### config.mk
export PLATFORM = sky130hd
export DESIGN_NAME = adpcm_dec
export DESIGN_NICKNAME = d
export VERILOG_FILES = /design/src/rtl/adpcm_pkg.sv /design/src/rtl/adpcm_booth_mul.sv /design/src/rtl/adpcm_ctrl.sv /design/src/rtl/adpcm_datapath.sv /design/src/rtl/adpcm_dec.sv
export SDC_FILE = /design/constraint.sdc
export NUM_CORES = 1
export LEC_CHECK = 0
export CAP_MARGIN = 5
export CORE_MARGIN = 3
export CORE_UTILIZATION = 62
export DETAILED_ROUTE_END_ITERATION = 10
export GPL_TIMING_DRIVEN = 0
export PLACE_DENSITY = 0.81
export REMOVE_ABC_BUFFERS = 1
export SLEW_MARGIN = 15
export SYNTH_ARGS = -nofsm -noshare
export SYNTH_HDL_FRONTEND = slang
export SYNTH_SLANG_ARGS = --single-unit
### constraint.sdc
create_clock -name clk_i -period 7 [get_ports clk_i]
set_clock_uncertainty 0.15 [all_clocks]
set_input_delay 1.05 -clock clk_i [delete_from_list [all_inputs] [get_ports clk_i]]
set_output_delay 1.05 -clock clk_i [all_outputs]
set_load 0.02 [all_outputs]
### src/rtl/adpcm_pkg.sv
package adpcm_pkg;

  typedef enum logic [2:0] {
    ST_LOAD1, ST_WAIT1, ST_UPD1, ST_LOAD2, ST_WAIT2, ST_UPD2, ST_IDLE
  } ctrl_st_e;

  typedef struct packed {
    logic mul_start;  // launch a product
    logic mul_sel;    // 0: step product, 1: difference product
    logic ld_code;    // latch the current nibble
    logic ld_step;    // register new step size
    logic ld_out;     // register new output, advance nibble
  } ctrl_s;

  // step multiplier, two fractional bits
  function automatic logic [3:0] step_mult_q2(input logic [2:0] mag);
    logic [3:0] f;
    unique case (mag)
      3'd4:    f = 4'd4;
      3'd5:    f = 4'd6;
      3'd6:    f = 4'd8;
      3'd7:    f = 4'd10;
      default: f = 4'd3;
    endcase
    return f;
  endfunction

endpackage

### src/rtl/adpcm_booth_mul.sv
module adpcm_booth_mul #(
  parameter int W = 12
) (
  input  logic           clk_i,
  input  logic           rst_ni,
  input  logic           start_i,
  input  logic [W-1:0]   mcand_i,
  input  logic [W-1:0]   mplier_i,
  output logic           done_o,
  output logic [2*W-1:0] prod_o
);

  localparam int CNT_W = $clog2(W + 1);

  logic [W-1:0]   mcand_q;
  logic [2*W:0]   acc_q;     // {A, Q, q_-1}
  logic [2*W:0]   acc_nxt;
  logic [CNT_W-1:0] cnt_q;
  logic           run_q;
  logic [W-1:0]   a_cur, a_sum;

  assign a_cur = acc_q[2*W:W+1];

  always_comb begin
    unique case (acc_q[1:0])
      2'b01:   a_sum = a_cur + mcand_q;
      2'b10:   a_sum = a_cur - mcand_q;
      default: a_sum = a_cur;
    endcase
    acc_nxt = {a_sum[W-1], a_sum, acc_q[W:1]};
  end

  always_ff @(posedge clk_i or negedge rst_ni) begin
    if (!rst_ni) begin
      mcand_q <= '0;
      acc_q   <= '0;
      cnt_q   <= '0;
      run_q   <= 1'b0;
    end else if (start_i) begin
      mcand_q <= mcand_i;
      acc_q   <= {{W{1'b0}}, mplier_i, 1'b0};
      cnt_q   <= CNT_W'(W);
      run_q   <= 1'b1;
    end else if (run_q) begin
      acc_q <= acc_nxt;
      cnt_q <= cnt_q - 1'b1;
      if (cnt_q == CNT_W'(1)) run_q <= 1'b0;
    end
  end

  assign done_o = !run_q;
  assign prod_o = acc_q[2*W:1];

endmodule

### src/rtl/adpcm_ctrl.sv
module adpcm_ctrl
  import adpcm_pkg::*;
#(
  parameter int MUL_W       = 12,
  parameter int SAMPLE_CLKS = 64
) (
  input  logic  clk_i,
  input  logic  rst_ni,
  input  logic  mul_done_i,
  output ctrl_s ctrl_o
);

  localparam int BUSY_CLKS = 2 * MUL_W + 6;
  localparam int IDLE_CLKS = SAMPLE_CLKS - BUSY_CLKS;
  localparam int IW        = $clog2(IDLE_CLKS + 1);
  localparam logic [IW-1:0] IDLE_LAST = IW'(IDLE_CLKS - 1);

  initial begin
    if (IDLE_CLKS < 1) $error("SAMPLE_CLKS too small for MUL_W");
  end

  ctrl_st_e st_q, st_d;
  logic [IW-1:0] idle_q;

  always_comb begin
    st_d = st_q;
    unique case (st_q)
      ST_LOAD1: st_d = ST_WAIT1;
      ST_WAIT1: if (mul_done_i) st_d = ST_UPD1;
      ST_UPD1:  st_d = ST_LOAD2;
      ST_LOAD2: st_d = ST_WAIT2;
      ST_WAIT2: if (mul_done_i) st_d = ST_UPD2;
      ST_UPD2:  st_d = ST_IDLE;
      ST_IDLE:  if (idle_q == IDLE_LAST) st_d = ST_LOAD1;
      default:  st_d = ST_LOAD1;
    endcase
  end

  always_comb begin
    unique case (st_q)
      ST_LOAD1: ctrl_o = '{mul_start: 1'b1, mul_sel: 1'b0, ld_code: 1'b1, ld_step: 1'b0, ld_out: 1'b0};
      ST_WAIT1: ctrl_o = '{mul_start: 1'b0, mul_sel: 1'b0, ld_code: 1'b0, ld_step: 1'b0, ld_out: 1'b0};
      ST_UPD1:  ctrl_o = '{mul_start: 1'b0, mul_sel: 1'b0, ld_code: 1'b0, ld_step: 1'b1, ld_out: 1'b0};
      ST_LOAD2: ctrl_o = '{mul_start: 1'b1, mul_sel: 1'b1, ld_code: 1'b0, ld_step: 1'b0, ld_out: 1'b0};
      ST_WAIT2: ctrl_o = '{mul_start: 1'b0, mul_sel: 1'b1, ld_code: 1'b0, ld_step: 1'b0, ld_out: 1'b0};
      ST_UPD2:  ctrl_o = '{mul_start: 1'b0, mul_sel: 1'b1, ld_code: 1'b0, ld_step: 1'b0, ld_out: 1'b1};
      default:  ctrl_o = '{mul_start: 1'b0, mul_sel: 1'b0, ld_code: 1'b0, ld_step: 1'b0, ld_out: 1'b0};
    endcase
  end

  always_ff @(posedge clk_i or negedge rst_ni) begin
    if (!rst_ni) begin
      st_q   <= ST_LOAD1;
      idle_q <= '0;
    end else begin
      st_q   <= st_d;
      idle_q <= (st_q == ST_IDLE) ? idle_q + 1'b1 : '0;
    end
  end

endmodule

### src/rtl/adpcm_datapath.sv
module adpcm_datapath
  import adpcm_pkg::*;
#(
  parameter int ADDR_W    = 4,
  parameter int MEM_DEPTH = 16,
  parameter int STEP_W    = 12,
  parameter int Y_W       = 10,
  parameter int STEP_INIT = 16
) (
  input  logic                clk_i,
  input  logic                rst_ni,
  input  ctrl_s               ctrl_i,
  input  logic [7:0]          mem_data_i,
  input  logic [2*STEP_W-1:0] mul_prod_i,
  output logic [ADDR_W-1:0]   mem_addr_o,
  output logic [STEP_W-1:0]   mul_a_o,
  output logic [STEP_W-1:0]   mul_b_o,
  output logic [Y_W-1:0]      dac_o,
  output logic                valid_o
);

  localparam int SCL_W = 2 * STEP_W - 2;
  localparam int SUM_W = 2 * STEP_W + 1;
  localparam logic [SCL_W-1:0] STEP_MAX = SCL_W'(2 ** (STEP_W - 1) - 1);
  localparam logic signed [SUM_W-1:0] Y_HI = SUM_W'(2 ** (Y_W - 1) - 1);
  localparam logic signed [SUM_W-1:0] Y_LO = SUM_W'(-(2 ** (Y_W - 1)));
  localparam logic [ADDR_W-1:0] ADDR_LAST = ADDR_W'(MEM_DEPTH - 1);

  logic [ADDR_W-1:0] addr_q;
  logic              nib_q;
  logic [3:0]        code_q;
  logic [STEP_W-1:0] step_q, step_d;
  logic signed [Y_W-1:0] y_q, y_d, pred;
  logic              valid_q;
  logic [3:0]        nib_cur;
  logic [STEP_W-1:0] mag_ext, code_sx;
  logic [SCL_W-1:0]  scaled;
  logic signed [SUM_W-1:0] sum;

  assign nib_cur = nib_q ? mem_data_i[3:0] : mem_data_i[7:4];

  // signed code word for the difference product
  assign mag_ext = STEP_W'(code_q[2:0]);
  assign code_sx = code_q[3] ? (~mag_ext + 1'b1) : mag_ext;

  assign mul_a_o = step_q;
  assign mul_b_o = ctrl_i.mul_sel ? code_sx : STEP_W'(step_mult_q2(nib_cur[2:0]));

  // step: drop two fractional bits, clamp to [1, max]
  assign scaled = mul_prod_i[2*STEP_W-1:2];
  always_comb begin
    if (scaled == '0)          step_d = STEP_W'(1);
    else if (scaled > STEP_MAX) step_d = STEP_MAX[STEP_W-1:0];
    else                        step_d = scaled[STEP_W-1:0];
  end

  // output: 7/8 prediction plus difference, saturated
  assign pred = y_q - (y_q >>> 3);
  assign sum  = SUM_W'(pred) + SUM_W'($signed(mul_prod_i));
  always_comb begin
    if (sum > Y_HI)      y_d = Y_HI[Y_W-1:0];
    else if (sum < Y_LO) y_d = Y_LO[Y_W-1:0];
    else                 y_d = sum[Y_W-1:0];
  end

  always_ff @(posedge clk_i or negedge rst_ni) begin
    if (!rst_ni) begin
      addr_q  <= '0;
      nib_q   <= 1'b0;
      code_q  <= '0;
      step_q  <= STEP_W'(STEP_INIT);
      y_q     <= '0;
      valid_q <= 1'b0;
    end else begin
      valid_q <= ctrl_i.ld_out;
      if (ctrl_i.ld_code) code_q <= nib_cur;
      if (ctrl_i.ld_step) step_q <= step_d;
      if (ctrl_i.ld_out) begin
        y_q   <= y_d;
        nib_q <= ~nib_q;
        if (nib_q) addr_q <= (addr_q == ADDR_LAST) ? '0 : addr_q + 1'b1;
      end
    end
  end

  assign mem_addr_o = addr_q;
  assign dac_o      = y_q;
  assign valid_o    = valid_q;

endmodule

### src/rtl/adpcm_dec.sv
module adpcm_dec
  import adpcm_pkg::*;
#(
  parameter int ADDR_W      = 4,
  parameter int MEM_DEPTH   = 16,
  parameter int STEP_W      = 12,
  parameter int DAC_W       = 10,
  parameter int STEP_INIT   = 16,
  parameter int SAMPLE_CLKS = 64
) (
  input  logic              clk_i,
  input  logic              rst_ni,
  output logic [ADDR_W-1:0] mem_addr_o,
  input  logic [7:0]        mem_data_i,
  output logic [DAC_W-1:0]  dac_o,
  output logic              sample_valid_o
);

  ctrl_s               ctrl;
  logic                mul_done;
  logic [STEP_W-1:0]   mul_a, mul_b;
  logic [2*STEP_W-1:0] mul_prod;

  adpcm_ctrl #(
    .MUL_W      (STEP_W),
    .SAMPLE_CLKS(SAMPLE_CLKS)
  ) u_ctrl (
    .clk_i     (clk_i),
    .rst_ni    (rst_ni),
    .mul_done_i(mul_done),
    .ctrl_o    (ctrl)
  );

  adpcm_booth_mul #(.W(STEP_W)) u_mul (
    .clk_i   (clk_i),
    .rst_ni  (rst_ni),
    .start_i (ctrl.mul_start),
    .mcand_i (mul_a),
    .mplier_i(mul_b),
    .done_o  (mul_done),
    .prod_o  (mul_prod)
  );

  adpcm_datapath #(
    .ADDR_W   (ADDR_W),
    .MEM_DEPTH(MEM_DEPTH),
    .STEP_W   (STEP_W),
    .Y_W      (DAC_W),
    .STEP_INIT(STEP_INIT)
  ) u_dp (
    .clk_i     (clk_i),
    .rst_ni    (rst_ni),
    .ctrl_i    (ctrl),
    .mem_data_i(mem_data_i),
    .mul_prod_i(mul_prod),
    .mem_addr_o(mem_addr_o),
    .mul_a_o   (mul_a),
    .mul_b_o   (mul_b),
    .dac_o     (dac_o),
    .valid_o   (sample_valid_o)
  );

endmodule

# ---- Yosys cells after proc, flatten, opt, wreduce, memory -nomap -nowiden
# Index checks and enable logic that the tools add are counted.
# W data, S select, Z words.
dict set report totals {
  register_bits 83
  inputBits 10
  wordCells 71
}
dict set report classes {
  n_addsub 8
  magnitude_cmp 3
  n_eq_ne 18
  n_mux 23
  bitwise 2
  reduce_logical 5
}
# cell n
set ops {}
lappend ops {{$mux W25} 2}
lappend ops {{$mux W12} 4}
lappend ops {{$add A10 B24 Y25} 1}
lappend ops {{$gt A25 B10 Y1 const B} 1}
lappend ops {{$lt A25 B10 Y1 const B} 1}
lappend ops {{$pmux W5 S5} 1}
lappend ops {{$pmux W12 S2} 1}
lappend ops {{$gt A22 B11 Y1 const B} 1}
lappend ops {{$logic_not A22 Y1} 1}
lappend ops {{$eq A3 B3 Y1 const B} 7}
lappend ops {{$pmux W3 S7} 1}
lappend ops {{$mux W10} 2}
lappend ops {{$mux W4} 4}
lappend ops {{$pmux W4 S4} 1}
lappend ops {{$add A12 B1 Y12 const B} 1}
lappend ops {{$add A12 B12 Y12} 1}
lappend ops {{$not A3 Y12} 1}
lappend ops {{$sub A12 B12 Y12} 1}
lappend ops {{$sub A10 B7 Y10} 1}
lappend ops {{$mux W3} 3}
lappend ops {{$add A6 B1 Y6 const B} 1}
lappend ops {{$eq A3 B2 Y1 const B} 2}
lappend ops {{$eq A6 B6 Y1 const B} 1}
lappend ops {{$mux W6} 1}
lappend ops {{other kinds (15)} 18}

# ---- Longest topological paths before layout
dict set report logic_depth {
  depth_word 5
  ltp_mapped 24
}

# ---- Hierarchy
# A second synthesis with hierarchy kept.
dict set report hier_totals {
  cells_unflattened 738
  area_unflattened_um2 6414.9
}
# module instances cells_per_inst area_per_inst_um2 seq_area_each_um2
set by_module_without_submodules {}
lappend by_module_without_submodules {adpcm_datapath 1 394 3235.6 802.0}
lappend by_module_without_submodules {adpcm_booth_mul 1 294 2720.1 1026.0}
lappend by_module_without_submodules {adpcm_ctrl 1 50 459.2 225.2}

# ---- Worst setup path before layout
# Ideal clock, no wire load.
dict set report synth_timing {
  path_type {reg-to-reg}
  start {register u_dp.y_q[4], in the netlist u_dp.dac_o[4]}
  end {register u_dp.y_q[2], in the netlist u_dp.dac_o[2]}
  t_arrival_ns 5.025
  required_ns 6.773
  setup_slack_ns 1.747
  stages_incl_launch_ff 24
  path_buffers 1
  path_cell_list {dfrtp_1 -> inv_1 -> ha_1 -> a21oi_1 -> o21ai_0 -> and2_1 -> o21ai_0 -> nand2_1 -> a21oi_1 -> o21bai_1 -> a21o_1 -> a21oi_1 -> ha_1 -> buf_2 -> and2_1 -> a211o_1 -> a2111oi_4 -> nor2_1 -> xnor2_1 -> nor4b_4 -> nand4bb_1 -> o21ai_2 -> nand4_1 -> a21oi_1}
}
dict set report synth_via {
  elab_chain_len 5
  elab_cells_between_ends 6
  cone_classes {2 x add/sub; 2 x order compare; 2 x mux}
}
# element line_no
set synth_rtl {}
lappend synth_rtl {{start: declaration} adpcm_datapath.sv:33} ;# logic signed [Y_W-1:0] y_q, y_d, pred;
lappend synth_rtl {{start signal: assignment} adpcm_datapath.sv:79} ;# y_q <= y_d;
lappend synth_rtl {{$sub A10 B7 Y10 (*)} adpcm_datapath.sv:58} ;# assign pred = y_q - (y_q >>> 3);
lappend synth_rtl {{$add A10 B24 Y25 (*)} adpcm_datapath.sv:59} ;# assign sum = SUM_W'(pred) + SUM_W'($signed(mul_prod_i));
lappend synth_rtl {{$lt A25 B10 Y1} adpcm_datapath.sv:62} ;# else if (sum < Y_LO) y_d = Y_LO[Y_W-1:0];
lappend synth_rtl {{$mux W10} adpcm_datapath.sv:62}
lappend synth_rtl {{$mux W10 (*)} adpcm_datapath.sv:61} ;# if (sum > Y_HI) y_d = Y_HI[Y_W-1:0];
# Every way passes the cells marked *; elsewhere a longest branch is shown, timed or not.
# A chain may end at the register's enable or synchronous reset.

# ---- Worst setup path in the final report
dict set report layout_timing {
  start {register u_dp.y_q[4], in the netlist u_dp.dac_o[4]}
  end {register u_dp.y_q[3], in the netlist u_dp.dac_o[3]}
}
# The elaborated chain is that of the path after synthesis.

==> results.toml <==
[run_status]
outcome = "completed"

[critical_path]
cp.required_ns = 7.10
crit_fanout = 14
r2r-start = "u_dp.dac_o[4]"
arrival_ns = 5.83
cp-end-kind = "flop"
crit_type = "flop to flop"
crit_path_start_kind = "flop"
critical_path.startpoint = "u_dp.dac_o[4]"

[clocking]
cts_tree = "yes"
holdBufCountCts = 0
root_buffer = "clkbuf_8"
cts_resized = 0
cts_setup_buffers = 0
clockBufferDepth = 2
clk_latency_ns = 0.37
cts_max_level = 3
clkTransAtPathRegs_ns = 0.09
cts_num_sinks = 82
numCtsBuffers = 9

[hold_path]
hp-start = "u_dp.mul_a_o[8]"
hp-class = "flop to flop"

[drt]
via_per_inst = 6.15
drc_errors = 0
wl_per_cell_um = 16.2
wirelength_mm = 14.8
via_count = 5630
initialDrtViolationCount = 470
drt_first_pass_iters = 5
ant_nets = 0

[floorplanning]
fp.dieH_um = 108
core_um2 = 9910
initial_core_util_pct = 64.7
die_w_um = 108
pin_count = 25
rows = 36
dieArea_um2 = 11600

[global_routing]
grt_first_pass_wirelength_mm = 25.4
antenna_found_initial = 0
overflow = 0
grt_pass1_vias = 5371
track_usage_pct = 27.1
grt_max_degree = 63

[cells_and_area]
seq_area_um2 = 2050
drive_gt1_share_pct = 5.63
post-route-util_pct = 70.3
synthToLayoutAreaGrowth_pct = 8.67
multi_input_area_um2 = 4110
antenna_cells = 0
nets = 844
nFillCells = 803
finish.instance_area_um2 = 6970

[synthesis]
ys_seq_area_share_pct = 32.0
synth_ff_type = "dfrtp_1"
synth-xor-area-share_pct = 6.15
postSynthCellCount = 772
synthAdderAreaFrac_pct = 11.5
synth_edf_count = 0
ys_seq_elements = 82
synth_simple_gate_area_share_pct = 21.4
synth.distinct_cells = 71
synth_top_family_by_area = "compound AO/OA/AOI/OAI gates"
netlist_area_um2 = 6410
yosysWarnings = 0
synthArstFlopShare_pct = 100
synth_compound_area_share_pct = 22.3
synth.mux.area_fraction_pct = 2.46
synth.avg_cell_area_um2 = 8.30

[timing]
rsz0062_at_grt = "false"
setup_viol = 0
fin_crit_sh_pct = 81.9
fin_crit_ns = 5.73
max_freq_mhz = 174
finalWorstSetupSlack_ns = 1.27
final-hold-violation-count = 0
worst_pin_slew_ns = 0.931
final_max_slew_viol_count = 0
relSlewSlack_pct = 37.9
tns_ns = 0

[place]
place_area_um2 = 6730
pre_cts_ws_ns = 0.976
gp_congestion = 0.881
port_buffers = 24
dp_hpwl_mm = 10.9

[flow_run]
drv_cap = 0
-- worst paths after layout --
path	end	slack [ns]	depth (start not counted)
max in group asynchronous	u_dp.mul_a_o[4]	5.63	2
hold reg to reg	u_mul.mcand_q[8]	0.33	2
min in group asynchronous	u_dp.dac_o[9]	0.42	1
setup reg to reg	u_dp.dac_o[3]	1.27	22
setup / recovery	u_dp.dac_o[3]	1.27	22
hold / removal	u_mul.mcand_q[8]	0.33	2
-- cell usage after synthesis (4+ instances only) --
library cell,number,area share [%]
nand3_1,20,1.6
nand2_1,86,5.0
o21a_1,7,0.82
clkbuf_1,24,1.4
nand4_1,7,0.68
a21oi_1,66,5.2
nor2b_1,11,1.1
nor4_1,10,0.98
nand2b_1,8,0.78
a21boi_0,4,0.47
o21ai_0,50,3.9
a31oi_1,6,0.59
buf_2,6,0.47
and2_1,5,0.49
mux2i_1,12,1.9
xor2_1,15,2.0
dfrtp_1,81,32
ha_1,54,11
o21ai_1,8,0.62
inv_1,39,2.3
nand3b_1,6,0.70
nor2_1,92,5.4
xnor2_1,30,4.1
o211ai_1,8,0.94
or3_1,6,0.59
a211oi_1,11,1.3
a21o_1,12,1.4
o22a_1,5,0.68
nor3_1,14,1.1
-- cells in the final DEF, fill, tap and decap left out, drive strengths merged, types with 6 or more instances in the layout --
| master | netlist | final |
|---|---|---|
| nor2 | 92 | 92 |
| nand2 | 86 | 86 |
| dfrtp | 81 | 81 |
| a21oi | 66 | 66 |
| o21ai | 61 | 61 |
| ha | 54 | 54 |
| inv | 39 | 41 |
| xnor2 | 30 | 30 |
| clkdlybuf4s50 | 0 | 23 |
| nand3 | 20 | 20 |
| xor2 | 15 | 15 |
| nor3 | 15 | 15 |
| a211oi | 13 | 13 |
| a21o | 12 | 12 |
| mux2i | 12 | 12 |
| nor2b | 11 | 11 |
| nor4 | 11 | 11 |
| clkbuf | 24 | 9 |
| nand2b | 8 | 8 |
| o211ai | 8 | 8 |
| nand4 | 8 | 8 |
| o21a | 7 | 7 |
| nand3b | 6 | 6 |
| or3 | 6 | 6 |
| a31oi | 6 | 6 |
-- metal layers --
layer	share of wire, %	GRT usage, %
met1	46	36.3
met2	49	45.4
met3	3.8	3.78
met4	1.9	8.93
met5	0	0
-- critical path: stages, from the launching register on --
cell       delay, ns
dfrtp_1         0.41
inv_1           0.09
ha_1            0.28
a21oi_1         0.12
o21ai_0         0.10
and2_1          0.18
o21ai_0         0.13
nand2_1         0.11
a21oi_1         0.20
o21bai_1        0.13
a21o_1          0.20
a21oi_2         0.58
ha_1            0.52
and4_1          0.36
nand3_1         0.15
nand2b_1        0.18
a211oi_1        0.41
o22ai_1         0.15
a2111oi_0       0.41
nand4_1         0.22
mux2i_1         0.18
mux2_4          0.23
o22ai_1         0.11
-- state kept, by name, indices dropped and copies added, names as in the netlist --
signal,flops
u_dp.code_q,4
u_dp.nib_q,1
u_dp.valid_o,1
u_dp.mul_a_o,12
u_mul.mcand_q,12
u_ctrl.st_q,3
u_mul.acc_q,24
u_dp.dac_o,10
u_mul.run_q,1
u_dp.mem_addr_o,4
u_ctrl.idle_q,6
u_mul.cnt_q,4
-- final cells by class --
class / count / area share, %
Clock buffer: 9 / 1.78
Clock inverter: 7 / 1.44
Inverter: 39 / 2.10
Multi-Input combinational cell: 620 / 59.0
Sequential cell: 82 / 29.5
Tap cell: 133 / 2.39
Timing Repair Buffer: 25 / 3.81
-- stage by stage --
step	hold slack (ns)	std cells
final	0.328	915
after global routing	0.358	915
after CTS	0.329	915
after detailed placement	0.305	899
after global placement	0.293	898
after floorplan	0.281	741
-- cells by family after synthesis --
| family | count (synthesis) |
|---|---|
| buffers and inverters | 70 |
| adders and majority gates | 57 |
| muxes | 15 |
| xor gates and xnor gates | 45 |
| and+or+nand+nor | 285 |
| AOI/OAI and AO/OA | 218 |
| DFF | 82 |
Power is not shown: default switching activity piles up to over one toggle a cycle in this logic, so the estimate is an artifact.
